### config.mk
export PLATFORM = sky130hd
export DESIGN_NAME = bgscan_crc_top
export DESIGN_NICKNAME = d
export VERILOG_FILES = /design/src/rtl/bgscan_crc_pkg.sv /design/src/rtl/bgscan_crc_fold.sv /design/src/rtl/bgscan_crc_cfg.sv /design/src/rtl/bgscan_crc_scan.sv /design/src/rtl/bgscan_crc_top.sv
export SDC_FILE = /design/constraint.sdc
export NUM_CORES = 1
export LEC_CHECK = 0
export CORE_AREA = 5 5 141 143
export DETAILED_ROUTE_END_ITERATION = 10
export DIE_AREA = 0 0 146 148
export PLACE_DENSITY_LB_ADDON = 0.2
export SYNTH_ARGS = -nofsm -noshare
export SYNTH_HDL_FRONTEND = slang
export SYNTH_SLANG_ARGS = --single-unit
### constraint.sdc
create_clock -name clk -period 13.3 [get_ports clk]
set_clock_uncertainty 0.2 [all_clocks]
set_input_delay 2.66 -clock clk [delete_from_list [all_inputs] [get_ports clk]]
set_output_delay 2.66 -clock clk [all_outputs]
set_load 0.03 [all_outputs]
### src/rtl/bgscan_crc_pkg.sv
package bgscan_crc_pkg;
   typedef enum logic [1:0] {ST_IDLE, ST_READ, ST_CMP} scan_st_t;

   localparam logic [2:0] SEL_BASE   = 3'd0;
   localparam logic [2:0] SEL_COUNT  = 3'd1;
   localparam logic [2:0] SEL_GOLDEN = 3'd2;
   localparam logic [2:0] SEL_WINDOW = 3'd3;
   localparam logic [2:0] SEL_CTRL   = 3'd4;
   localparam logic [2:0] SEL_CLEAR  = 3'd5;

   localparam int CTL_ENABLE = 0;
   localparam int CTL_COMMIT = 1;
   localparam int CTL_MEM_IE = 2;
   localparam int CTL_ERR_IE = 3;
endpackage

### src/rtl/bgscan_crc_fold.sv
module bgscan_crc_fold #(
   parameter int          DW   = 32,
   parameter logic [DW-1:0] POLY = 32'h04C11DB7
) (
   input  logic [DW-1:0] crc_i,
   input  logic [DW-1:0] data_i,
   output logic [DW-1:0] crc_o
);
   logic [DW-1:0] chain [0:DW];
   assign chain[0] = crc_i;

   // one shift-and-reduce stage per data bit, MSB first
   for (genvar i = 0; i < DW; i++) begin : g_stage
      logic fb;
      assign fb = chain[i][DW-1] ^ data_i[DW-1-i];
      assign chain[i+1] = {chain[i][DW-2:0], 1'b0} ^ (fb ? POLY : '0);
   end

   assign crc_o = chain[DW];
endmodule

### src/rtl/bgscan_crc_cfg.sv
module bgscan_crc_cfg
   import bgscan_crc_pkg::*;
#(
   parameter int AW = 16,
   parameter int CW = 16,
   parameter int WW = 16,
   parameter int DW = 32
) (
   input  logic          clk,
   input  logic          rst_n,
   input  logic          we,
   input  logic [2:0]    sel,
   input  logic [31:0]   wdata,
   output logic [AW-1:0] base_o,
   output logic [CW-1:0] count_o,
   output logic [DW-1:0] golden_o,
   output logic [WW-1:0] window_o,
   output logic          enable_o,
   output logic          mem_ie_o,
   output logic          err_ie_o,
   output logic          locked_o,
   output logic [2:0]    clear_o
);
   logic unused_wdata;
   assign unused_wdata = ^wdata;

   assign clear_o = (we && sel == SEL_CLEAR) ? wdata[2:0] : 3'b000;

   always_ff @(posedge clk) begin
      if (!rst_n) begin
         base_o   <= '0;
         count_o  <= '0;
         golden_o <= '0;
         window_o <= '0;
         enable_o <= 1'b0;
         mem_ie_o <= 1'b0;
         err_ie_o <= 1'b0;
         locked_o <= 1'b0;
      end else if (we && !locked_o) begin
         case (sel)
            SEL_BASE:   base_o   <= wdata[AW-1:0];
            SEL_COUNT:  count_o  <= wdata[CW-1:0];
            SEL_GOLDEN: golden_o <= wdata[DW-1:0];
            SEL_WINDOW: window_o <= wdata[WW-1:0];
            SEL_CTRL: begin
               enable_o <= wdata[CTL_ENABLE];
               locked_o <= wdata[CTL_COMMIT];
               mem_ie_o <= wdata[CTL_MEM_IE];
               err_ie_o <= wdata[CTL_ERR_IE];
            end
            default: ;
         endcase
      end
   end
endmodule

### src/rtl/bgscan_crc_scan.sv
module bgscan_crc_scan
   import bgscan_crc_pkg::*;
#(
   parameter int AW = 16,
   parameter int CW = 16,
   parameter int WW = 16
) (
   input  logic          clk,
   input  logic          rst_n,
   input  logic          enable,
   input  logic [AW-1:0] base,
   input  logic [CW-1:0] count,
   input  logic [WW-1:0] window,
   input  logic          mem_idle,
   output logic          mem_rd,
   output logic [AW-1:0] mem_addr,
   output logic          pass_start,
   output logic          pass_done,
   output logic          wd_hit
);
   scan_st_t      st;
   logic [AW-1:0] ptr;
   logic [CW-1:0] remain;
   logic [WW-1:0] wd_cnt;

   assign mem_rd     = (st == ST_READ) && mem_idle && (remain != '0);
   assign mem_addr   = ptr;
   assign pass_done  = (st == ST_CMP);
   assign pass_start = enable && (st == ST_IDLE || st == ST_CMP);
   assign wd_hit     = (st == ST_READ) && (window != '0) && (wd_cnt == window);

   always_ff @(posedge clk) begin
      if (!rst_n) begin
         st     <= ST_IDLE;
         ptr    <= '0;
         remain <= '0;
         wd_cnt <= '0;
      end else if (pass_start) begin
         st     <= ST_READ;
         ptr    <= base;
         remain <= count;
         wd_cnt <= '0;
      end else begin
         case (st)
            ST_READ: begin
               if (wd_cnt != {WW{1'b1}}) wd_cnt <= wd_cnt + 1'b1;
               if (remain == '0) begin
                  st <= ST_CMP;
               end else if (mem_rd) begin
                  ptr    <= ptr + 1'b1;
                  remain <= remain - 1'b1;
                  if (remain == CW'(1)) st <= ST_CMP;
               end
            end
            ST_CMP:  st <= ST_IDLE;
            default: st <= ST_IDLE;
         endcase
      end
   end
endmodule

### src/rtl/bgscan_crc_top.sv
module bgscan_crc_top
   import bgscan_crc_pkg::*;
#(
   parameter int          AW   = 16,
   parameter int          CW   = 16,
   parameter int          WW   = 16,
   parameter int          DW   = 32,
   parameter logic [DW-1:0] POLY = 32'h04C11DB7,
   parameter logic [DW-1:0] SEED = 32'hFFFFFFFF
) (
   input  logic          clk,
   input  logic          rst_n,
   input  logic          cfg_we,
   input  logic [2:0]    cfg_sel,
   input  logic [31:0]   cfg_wdata,
   input  logic          mem_idle,
   output logic          mem_rd,
   output logic [AW-1:0] mem_addr,
   input  logic [DW-1:0] mem_rdata,
   input  logic          mem_rerr,
   output logic          pass_done,
   output logic [DW-1:0] crc_result,
   output logic          flag_crc_fail,
   output logic          flag_mem_err,
   output logic          flag_timeout,
   output logic          irq_err,
   output logic          irq_mem
);
   if (DW < 8 || DW > 32) begin : g_bad_dw
      $error("bgscan_crc_top: DW must be within 8..32");
   end
   if (AW < 1 || AW > 32 || CW < 1 || CW > 32 || WW < 1 || WW > 32) begin : g_bad_w
      $error("bgscan_crc_top: AW, CW and WW must be within 1..32");
   end
   if (POLY[0] != 1'b1) begin : g_bad_poly
      $error("bgscan_crc_top: polynomial needs its constant term");
   end

   logic [AW-1:0] cfg_base;
   logic [CW-1:0] cfg_count;
   logic [DW-1:0] cfg_golden;
   logic [WW-1:0] cfg_window;
   logic          cfg_enable, cfg_mem_ie, cfg_err_ie, cfg_locked;
   logic [2:0]    clr_bits;
   logic          pass_start, wd_hit;
   logic [DW-1:0] crc_q, fold_out;

   bgscan_crc_cfg #(.AW(AW), .CW(CW), .WW(WW), .DW(DW)) u_cfg (
      .clk(clk), .rst_n(rst_n), .we(cfg_we), .sel(cfg_sel), .wdata(cfg_wdata),
      .base_o(cfg_base), .count_o(cfg_count), .golden_o(cfg_golden),
      .window_o(cfg_window), .enable_o(cfg_enable), .mem_ie_o(cfg_mem_ie),
      .err_ie_o(cfg_err_ie), .locked_o(cfg_locked), .clear_o(clr_bits)
   );

   bgscan_crc_scan #(.AW(AW), .CW(CW), .WW(WW)) u_scan (
      .clk(clk), .rst_n(rst_n), .enable(cfg_enable), .base(cfg_base),
      .count(cfg_count), .window(cfg_window), .mem_idle(mem_idle),
      .mem_rd(mem_rd), .mem_addr(mem_addr), .pass_start(pass_start),
      .pass_done(pass_done), .wd_hit(wd_hit)
   );

   bgscan_crc_fold #(.DW(DW), .POLY(POLY)) u_fold (
      .crc_i(crc_q), .data_i(mem_rdata), .crc_o(fold_out)
   );

   always_ff @(posedge clk) begin
      if (!rst_n) begin
         crc_q      <= SEED;
         crc_result <= '0;
      end else begin
         if (pass_done) crc_result <= crc_q;
         if (pass_start)  crc_q <= SEED;
         else if (mem_rd) crc_q <= fold_out;
      end
   end

   always_ff @(posedge clk) begin
      if (!rst_n) begin
         flag_crc_fail <= 1'b0;
         flag_mem_err  <= 1'b0;
         flag_timeout  <= 1'b0;
      end else begin
         flag_crc_fail <= (flag_crc_fail & ~clr_bits[0]) | (pass_done && crc_q != cfg_golden);
         flag_mem_err  <= (flag_mem_err  & ~clr_bits[1]) | (mem_rd && mem_rerr);
         flag_timeout  <= (flag_timeout  & ~clr_bits[2]) | wd_hit;
      end
   end

   assign irq_err = (flag_crc_fail | flag_timeout) & cfg_err_ie;
   assign irq_mem = flag_mem_err & cfg_mem_ie;
endmodule

==> impl_metrics.yaml, run 1 <==
outcome:
  status: "finished, final reports clean"
timing:
  finalCriticalPeriod_ns: 7.399
  finalSetupViolations: 0
  relSlewSlack_pct: 17.49
  finalSetupTns_ns: 0
  hold_viol_final: 0
  rsz0062_at_grt: "no"
  maxSlewViolCount: 0
  fmax_mhz: 135.2
  worst_pin_slew_ns: 1.238
  min_period_over_period_pct: 55.63
clock_tree:
  postCtsSetupRepairBufs: 0
  htree_levels: 1
  cts_tree: "built"
  clk_latency_ns: 0.48
  cts_root_buf: "clkbuf_16"
  cts-resized-gates: 0
  cts_inserted_buffers: 21
  ctsHoldBuffers: 0
  clockBufferDepth: 3
  clk_pin_slew_ns: 0.06
  clock-sinks: 201
synthesis:
  synth.top_cells.by_area: "dfxtp_1, xnor2_1, xor2_1"
  synth_common_cells: "nand2_1, dfxtp_1, xnor2_1"
  synth_xor_area_share_pct: 32.42
  synthSimpleGateAreaFrac_pct: 15.99
  ys_ff_latch: 201
  syn_nets: 1326
  synth_edf_count: 0
  yosysSeqAreaShare_pct: 35.81
  yosysTopAreaCellShare_pct: 35.81
  synthMuxAreaShare_pct: 3.296
  async_reset_ff_share_pct: 0
  syn-instance-count: 1250
  synth_most_common_cell: "nand2_1"
  netlist-cell-type-count: 48
  synth_area_per_cell_um2: 8.990
  yosys_warnings: 0
  yosys.area.top_type: "dfxtp_1"
  syn_area_mm2: 0.01124
  synth-main-ff-cell: "dfxtp_1"
  synthAdderAreaFrac_pct: 0.4454
  synth_top_family_by_area: "XOR/XNOR gates"
  synth_compound_area_share_pct: 9.631
routing:
  totalWireLength_um: 31490
  dr.pass1.iters: 5
  initialDrtViolationCount: 872
  vias_per_cell: 5.720
  drc: 0
  final_antenna_net_count: 0
  wl_per_cell_um: 19.70
  vias: 9140
worst_setup_path:
  endpoint: "mem_rd"
  start_kind: "input pin"
  cp-startpoint: "mem_idle"
  rr_worst_depth: 10
  crit_family: "buffers and inverters"
  critPathCaptureType: "output port"
  crit_chain: "clkdlybuf4s50_1 -> nand3_2 -> buf_4 -> inv_1 -> clkdlybuf4s50_1"
  worst-path-buf-inv: 4
  cp.depth: 5
  required_ns: 10.44
  rrSetupSlack_ns: 8.77
  rr_endpoint: "crc_q[8]$_SDFFE_PP1P_"
  critPathSlowestCell: "clkdlybuf4s50_1"
  critPathMaxFanout: 58
  slowest_delay_ns: 0.64
  crit_type: "in -> out"
  path_common_cell: "clkdlybuf4s50_1"
  timing.rr.start: "crc_q[19]$_SDFFE_PP1P_"
  cp.arrival_ns: 4.54
power:
  power_frac_clock_pct: 15.3
  p_int_uw: 2270
  total_leakage_power_uw: 0.005006
  p_comb_share_pct: 68.3
  powerDensity_mw_per_mm2: 285.0
  total_power_uw: 3798
  power_frac_seq_pct: 16.3
  irDropWorstVdd_mv: 0.2725
  power_switching_uw: 1528
  switching_share_pct: 40.23
finish:
  final_nets: 1427
  layoutNonFillerInstCount: 1598
  postLayoutCellArea_mm2: 0.01333
  fin_util_pct: 72.21
  n_fill_cell: 1416
  syn_to_final_growth_pct: 18.59
  drive_above_1_share_pct: 5.865
  diodes: 0
global_routing:
  gr-total-overflow: 0
  grt_util_met3_pct: 4.200
  grtUsageMet1_pct: 39.59
  antenna_found_initial: 0
  grt_first_pass_wirelength_um: 49310
  grtUsageTotal_pct: 28.42
  grtUsageMet2_pct: 47.36
  grt_pass1_vias: 8847
  grt_max_degree: 83
  grt-busiest-layer: "met2"
placed_design:
  placed_cell_area_mm2: 0.01265
  io_buffer_count: 126
  routabilityCongestion: 0.9227
  placedCellCount: 1562
  hpwl_um: 22990
floorplan:
  die_y_um: 148
  rows: 50
  pin_count: 127
  start_util_pct: 60.89
  coreArea_mm2: 0.01846
  dieArea_mm2: 0.02161
  die_x_um: 146
hold_path:
  hold_path_class: "reg -> reg"
run:
  cap_viol_max_count: 0
layout make-up:
cell class	count	area, um2	area share, %
Clock buffer	30	599.3	4.497
Clock inverter	6	80.08	0.6009
Sequential cell	201	4024	30.19
Inverter	7	28.78	0.2159
Tap cell	234	292.8	2.197
Multi-Input combinational cell	983	6958	52.21
Timing Repair Buffer	137	1344	10.08
kinds of logic after synthesis:
logic type,after synthesis
adders and majority gates,4
and+or+nand+nor,414
DFF,201
AOI/OAI and AO/OA,192
buffers and inverters,66
xor gates and xnor gates,336
muxes,37
per-stage QoR:
stage	setup slack, ns	hold slack, ns
floorplan	6.865	0.2332
global placement	5.980	0.2411
detailed placement	5.985	0.2455
CTS	5.924	0.2536
global route	5.847	0.2712
finish	5.901	0.2518
per-layer routing:
metal / share of wire, % / vias to the layer above
li1: - / 4384
met1: 44 / 4352
met2: 47 / 357
met3: 7.5 / 47
met4: 1.9 / 0
met5: 0 / -
layout by cell type (no fill, tap or decap), drive strengths merged, types with 2 or more instances in the layout:
| master | count |
|---|---|
| nor3 | 27 |
| nand2 | 206 |
| ha | 4 |
| nand3 | 17 |
| o21ai | 29 |
| bufinv | 2 |
| xor3 | 3 |
| nor2 | 96 |
| buf | 11 |
| inv | 6 |
| nand2b | 6 |
| xnor2 | 201 |
| o211ai | 14 |
| or4 | 3 |
| xnor3 | 31 |
| a31oi | 2 |
| xor2 | 101 |
| and2 | 2 |
| a221oi | 9 |
| nand3b | 3 |
| nor4 | 19 |
| a211oi | 5 |
| dfxtp | 201 |
| clkinv | 5 |
| and4 | 2 |
| a21oi | 121 |
| mux2i | 37 |
| nor2b | 4 |
| a311oi | 3 |
| nor3b | 4 |
| and3 | 10 |
| nand4 | 8 |
| clkdlybuf4s50 | 126 |
| or3 | 7 |
| clkbuf | 30 |
| a22oi | 3 |
| o21a | 3 |
registers in the layout, indices dropped and copies added (netlist names), 2 cells and up:
register	cells
crc_q	32
crc_result	32
u_cfg.golden_o	32
u_cfg.base_o	16
u_cfg.count_o	16
u_cfg.window_o	16
u_scan.mem_addr	16
u_scan.remain	16
u_scan.wd_cnt	16
u_scan.st	2
how the worst min path moves through the flow:
| stage | start | end | slack (ns) | cells after the start |
|---|---|---|---|---|
| after floorplan | u_cfg.base_o[10]$_SDFFE_PN0P_ | u_cfg.base_o[10]$_SDFFE_PN0P_ | 0.23 | 2 |
| after global placement | u_cfg.base_o[2]$_SDFFE_PN0P_ | u_cfg.base_o[2]$_SDFFE_PN0P_ | 0.24 | 2 |
| after detailed placement | crc_result[15]$_SDFFE_PN0P_ | crc_result[15]$_SDFFE_PN0P_ | 0.25 | 2 |
| after CTS | crc_result[15]$_SDFFE_PN0P_ | crc_result[15]$_SDFFE_PN0P_ | 0.25 | 2 |
| after global routing | crc_result[5]$_SDFFE_PN0P_ | crc_result[5]$_SDFFE_PN0P_ | 0.27 | 2 |
| final | crc_result[15]$_SDFFE_PN0P_ | crc_result[15]$_SDFFE_PN0P_ | 0.25 | 2 |
worst register-to-register path: stages (launching register included):
cell and delay (ns):
dfxtp_1 0.44, xnor2_1 0.55, xnor3_4 0.49, xnor2_2 0.19, xnor2_1 0.67, xnor2_1 0.36, xnor2_1 0.58, xnor2_1 0.25
xnor2_1 0.23, nor4_1 0.33, nor3_1 0.11
power by group through the flow:
| stage | registers, uW | clock network (uW) | logic [uW] |
|---|---|---|---|
| after floorplan | 634 | 0 | 2120 |
| after global placement | 633 | 0 | 2550 |
| after detailed placement | 633 | 0 | 2550 |
| after CTS | 620 | 586 | 2580 |
| after global routing | 621 | 615 | 2750 |
| final | 620 | 582 | 2600 |
No activity file was read; power rests on OpenSTA's default activity.
==> run 2: changes to the inputs <==
- CORE_AREA: 5 5 141 143 -> 5 5 147 149
- DIE_AREA: 0 0 146 148 -> 0 0 152 154
- clock period: 13.3 -> 6.9 ns (I/O delays scaled with it)
==> run 2 against run 1 <==
Worst setup slack lost 4.3 ns. Largest cell class unchanged. Register-to-register slack got worse by 6.4 ns. Worst hold slack improved by 0.0027 ns. Count of clock-buffer cells in the layout is the same. Utilization decreased by 5.4 points.
==> impl_metrics.yaml, run 2 (synthesis results as in run 1) <==
timing:
  maxSlewViolCount: 0
  finalSetupViolations: 0
  fmax_mhz: 188.1
  min_period_over_period_pct: 77.04
  hold_viol_final: 0
  finalSetupTns_ns: 0
  worst_pin_slew_ns: 1.265
  relSlewSlack_pct: 15.69
  rsz0062_at_grt: "no"
  finalCriticalPeriod_ns: 5.316
worst_setup_path:
  critPathMaxFanout: 6
  crit_chain: "clkdlybuf4s50_1 -> xor2_2 -> xnor3_1 -> xor2_1 -> xnor3_2 -> xnor3_1 -> xnor3_2 -> xnor2_2 -> xnor3_1 -> nor2_1 -> o21ai_1"
  required_ns: 7.03
  rr_worst_depth: 10
  cp-startpoint: "mem_rdata[25]"
  critPathSlowestCell: "xnor3_1"
  timing.rr.start: "crc_q[25]$_SDFFE_PP1P_"
  critPathCaptureType: "flip-flop"
  endpoint: "crc_q[26]$_SDFFE_PP1P_"
  rr_endpoint: "crc_q[26]$_SDFFE_PP1P_"
  cp.arrival_ns: 5.44
  path_common_cell: "xnor3_1"
  rrSetupSlack_ns: 2.40
  slowest_delay_ns: 0.60
  crit_type: "in -> reg"
  start_kind: "input pin"
routing:
  vias_per_cell: 5.605
  vias: 9158
  totalWireLength_um: 32090
  drc: 0
  wl_per_cell_um: 19.64
  final_antenna_net_count: 0
  dr.pass1.iters: 5
  initialDrtViolationCount: 694
placed_design:
  routabilityCongestion: 0.9398
  io_buffer_count: 126
  hpwl_um: 23660
global_routing:
  grt_max_degree: 74
  grtUsageTotal_pct: 26.49
  grt_pass1_vias: 8590
  antenna_found_initial: 0
  grt_first_pass_wirelength_um: 50090
  gr-total-overflow: 0
finish:
  drive_above_1_share_pct: 6.012
  syn_to_final_growth_pct: 19.06
  top_regs: "crc_q x32, crc_result x32, u_cfg.golden_o x32"
  fin_util_pct: 66.76
  layout.cells.most_common: "nand2_1"
  most-common-layout-cells: "nand2_1, dfxtp_1, xnor2_1"
  final_nets: 1427
  diodes: 0
power:
  powerDensity_mw_per_mm2: 549.4
  total_power_uw: 7350
  irDropWorstVdd_mv: 0.6174
  total_leakage_power_uw: 0.005009
clock_tree:
  clk_latency_ns: 0.52
  clk_pin_slew_ns: 0.06
  cts_tree: "built"
  htree_levels: 1
  postCtsSetupRepairBufs: 0
  clock-sinks: 201
  cts-resized-gates: 0
  ctsHoldBuffers: 0
  cts_root_buf: "clkbuf_16"
  cts_inserted_buffers: 22
  clockBufferDepth: 3
outcome:
  status: "finished, final reports clean"
floorplan:
  die_y_um: 154
  pin_count: 127
  die_x_um: 152
  start_util_pct: 56.08
  dieArea_mm2: 0.02341
  coreArea_mm2: 0.02004
  rows: 52
hold_path:
  hold_path_class: "reg -> reg"
run:
  cap_viol_max_count: 0
==> run 2: worst min-delay path by stage <==
stage / from / end / slack (ns) / cells after the start
floorplan: u_cfg.base_o[10]$_SDFFE_PN0P_ / u_cfg.base_o[10]$_SDFFE_PN0P_ / 0.23 / 2
global route: u_cfg.base_o[1]$_SDFFE_PN0P_ / u_cfg.base_o[1]$_SDFFE_PN0P_ / 0.27 / 2
CTS: crc_result[9]$_SDFFE_PN0P_ / crc_result[9]$_SDFFE_PN0P_ / 0.25 / 2
global placement: crc_result[4]$_SDFFE_PN0P_ / crc_result[4]$_SDFFE_PN0P_ / 0.24 / 2
finish: crc_result[23]$_SDFFE_PN0P_ / crc_result[23]$_SDFFE_PN0P_ / 0.25 / 2
detailed placement: crc_result[9]$_SDFFE_PN0P_ / crc_result[9]$_SDFFE_PN0P_ / 0.25 / 2
==> run 2: routing by layer <==
layer  track usage [%]  wire length (um)  up-vias
li1                  -                 -     4384
met3             3.794              2233       39
met1             38.65             14650     4401
met2             41.89             14660      334
met5                 0                 0        -
met4             5.779               542        0
==> run 2: worst max-delay path, delay by kind of cell <==
kind,cells,cell delay (ns)
XOR/XNOR,8,3.39
AO/OA/AOI/OAI,1,0.07
AND/OR/NAND/NOR,1,0.10
buffers and inverters,1,0.50
==> run 2: report_power, final <==
group	leakage, uW	switching [uW]	internal, uW
Clock	0.000346	472	642
Combinational	0.00304	2520	2520
Sequential	0.00162	17.5	1180
==> run 2: cell type report <==
class,instances,area (um2)
multi-input combinational,983,6958
fill,1693,6660
sequential,201,4024
timing repair buffer,136,1336
clock buffer,30,630.6
tap,270,337.8
clock inverter,7,63.81
inverter,7,28.78
==> run 2: stage by stage <==
stage	setup WS, ns	hold WS [ns]	instances	area, um2
after floorplan	2.033	0.2332	1250	11240
after global placement	1.189	0.2407	1597	12680
after detailed placement	1.137	0.2461	1597	12680
after CTS	1.642	0.2545	1634	13380
after global routing	1.459	0.2707	1634	13380
final	1.584	0.2545	1634	13380
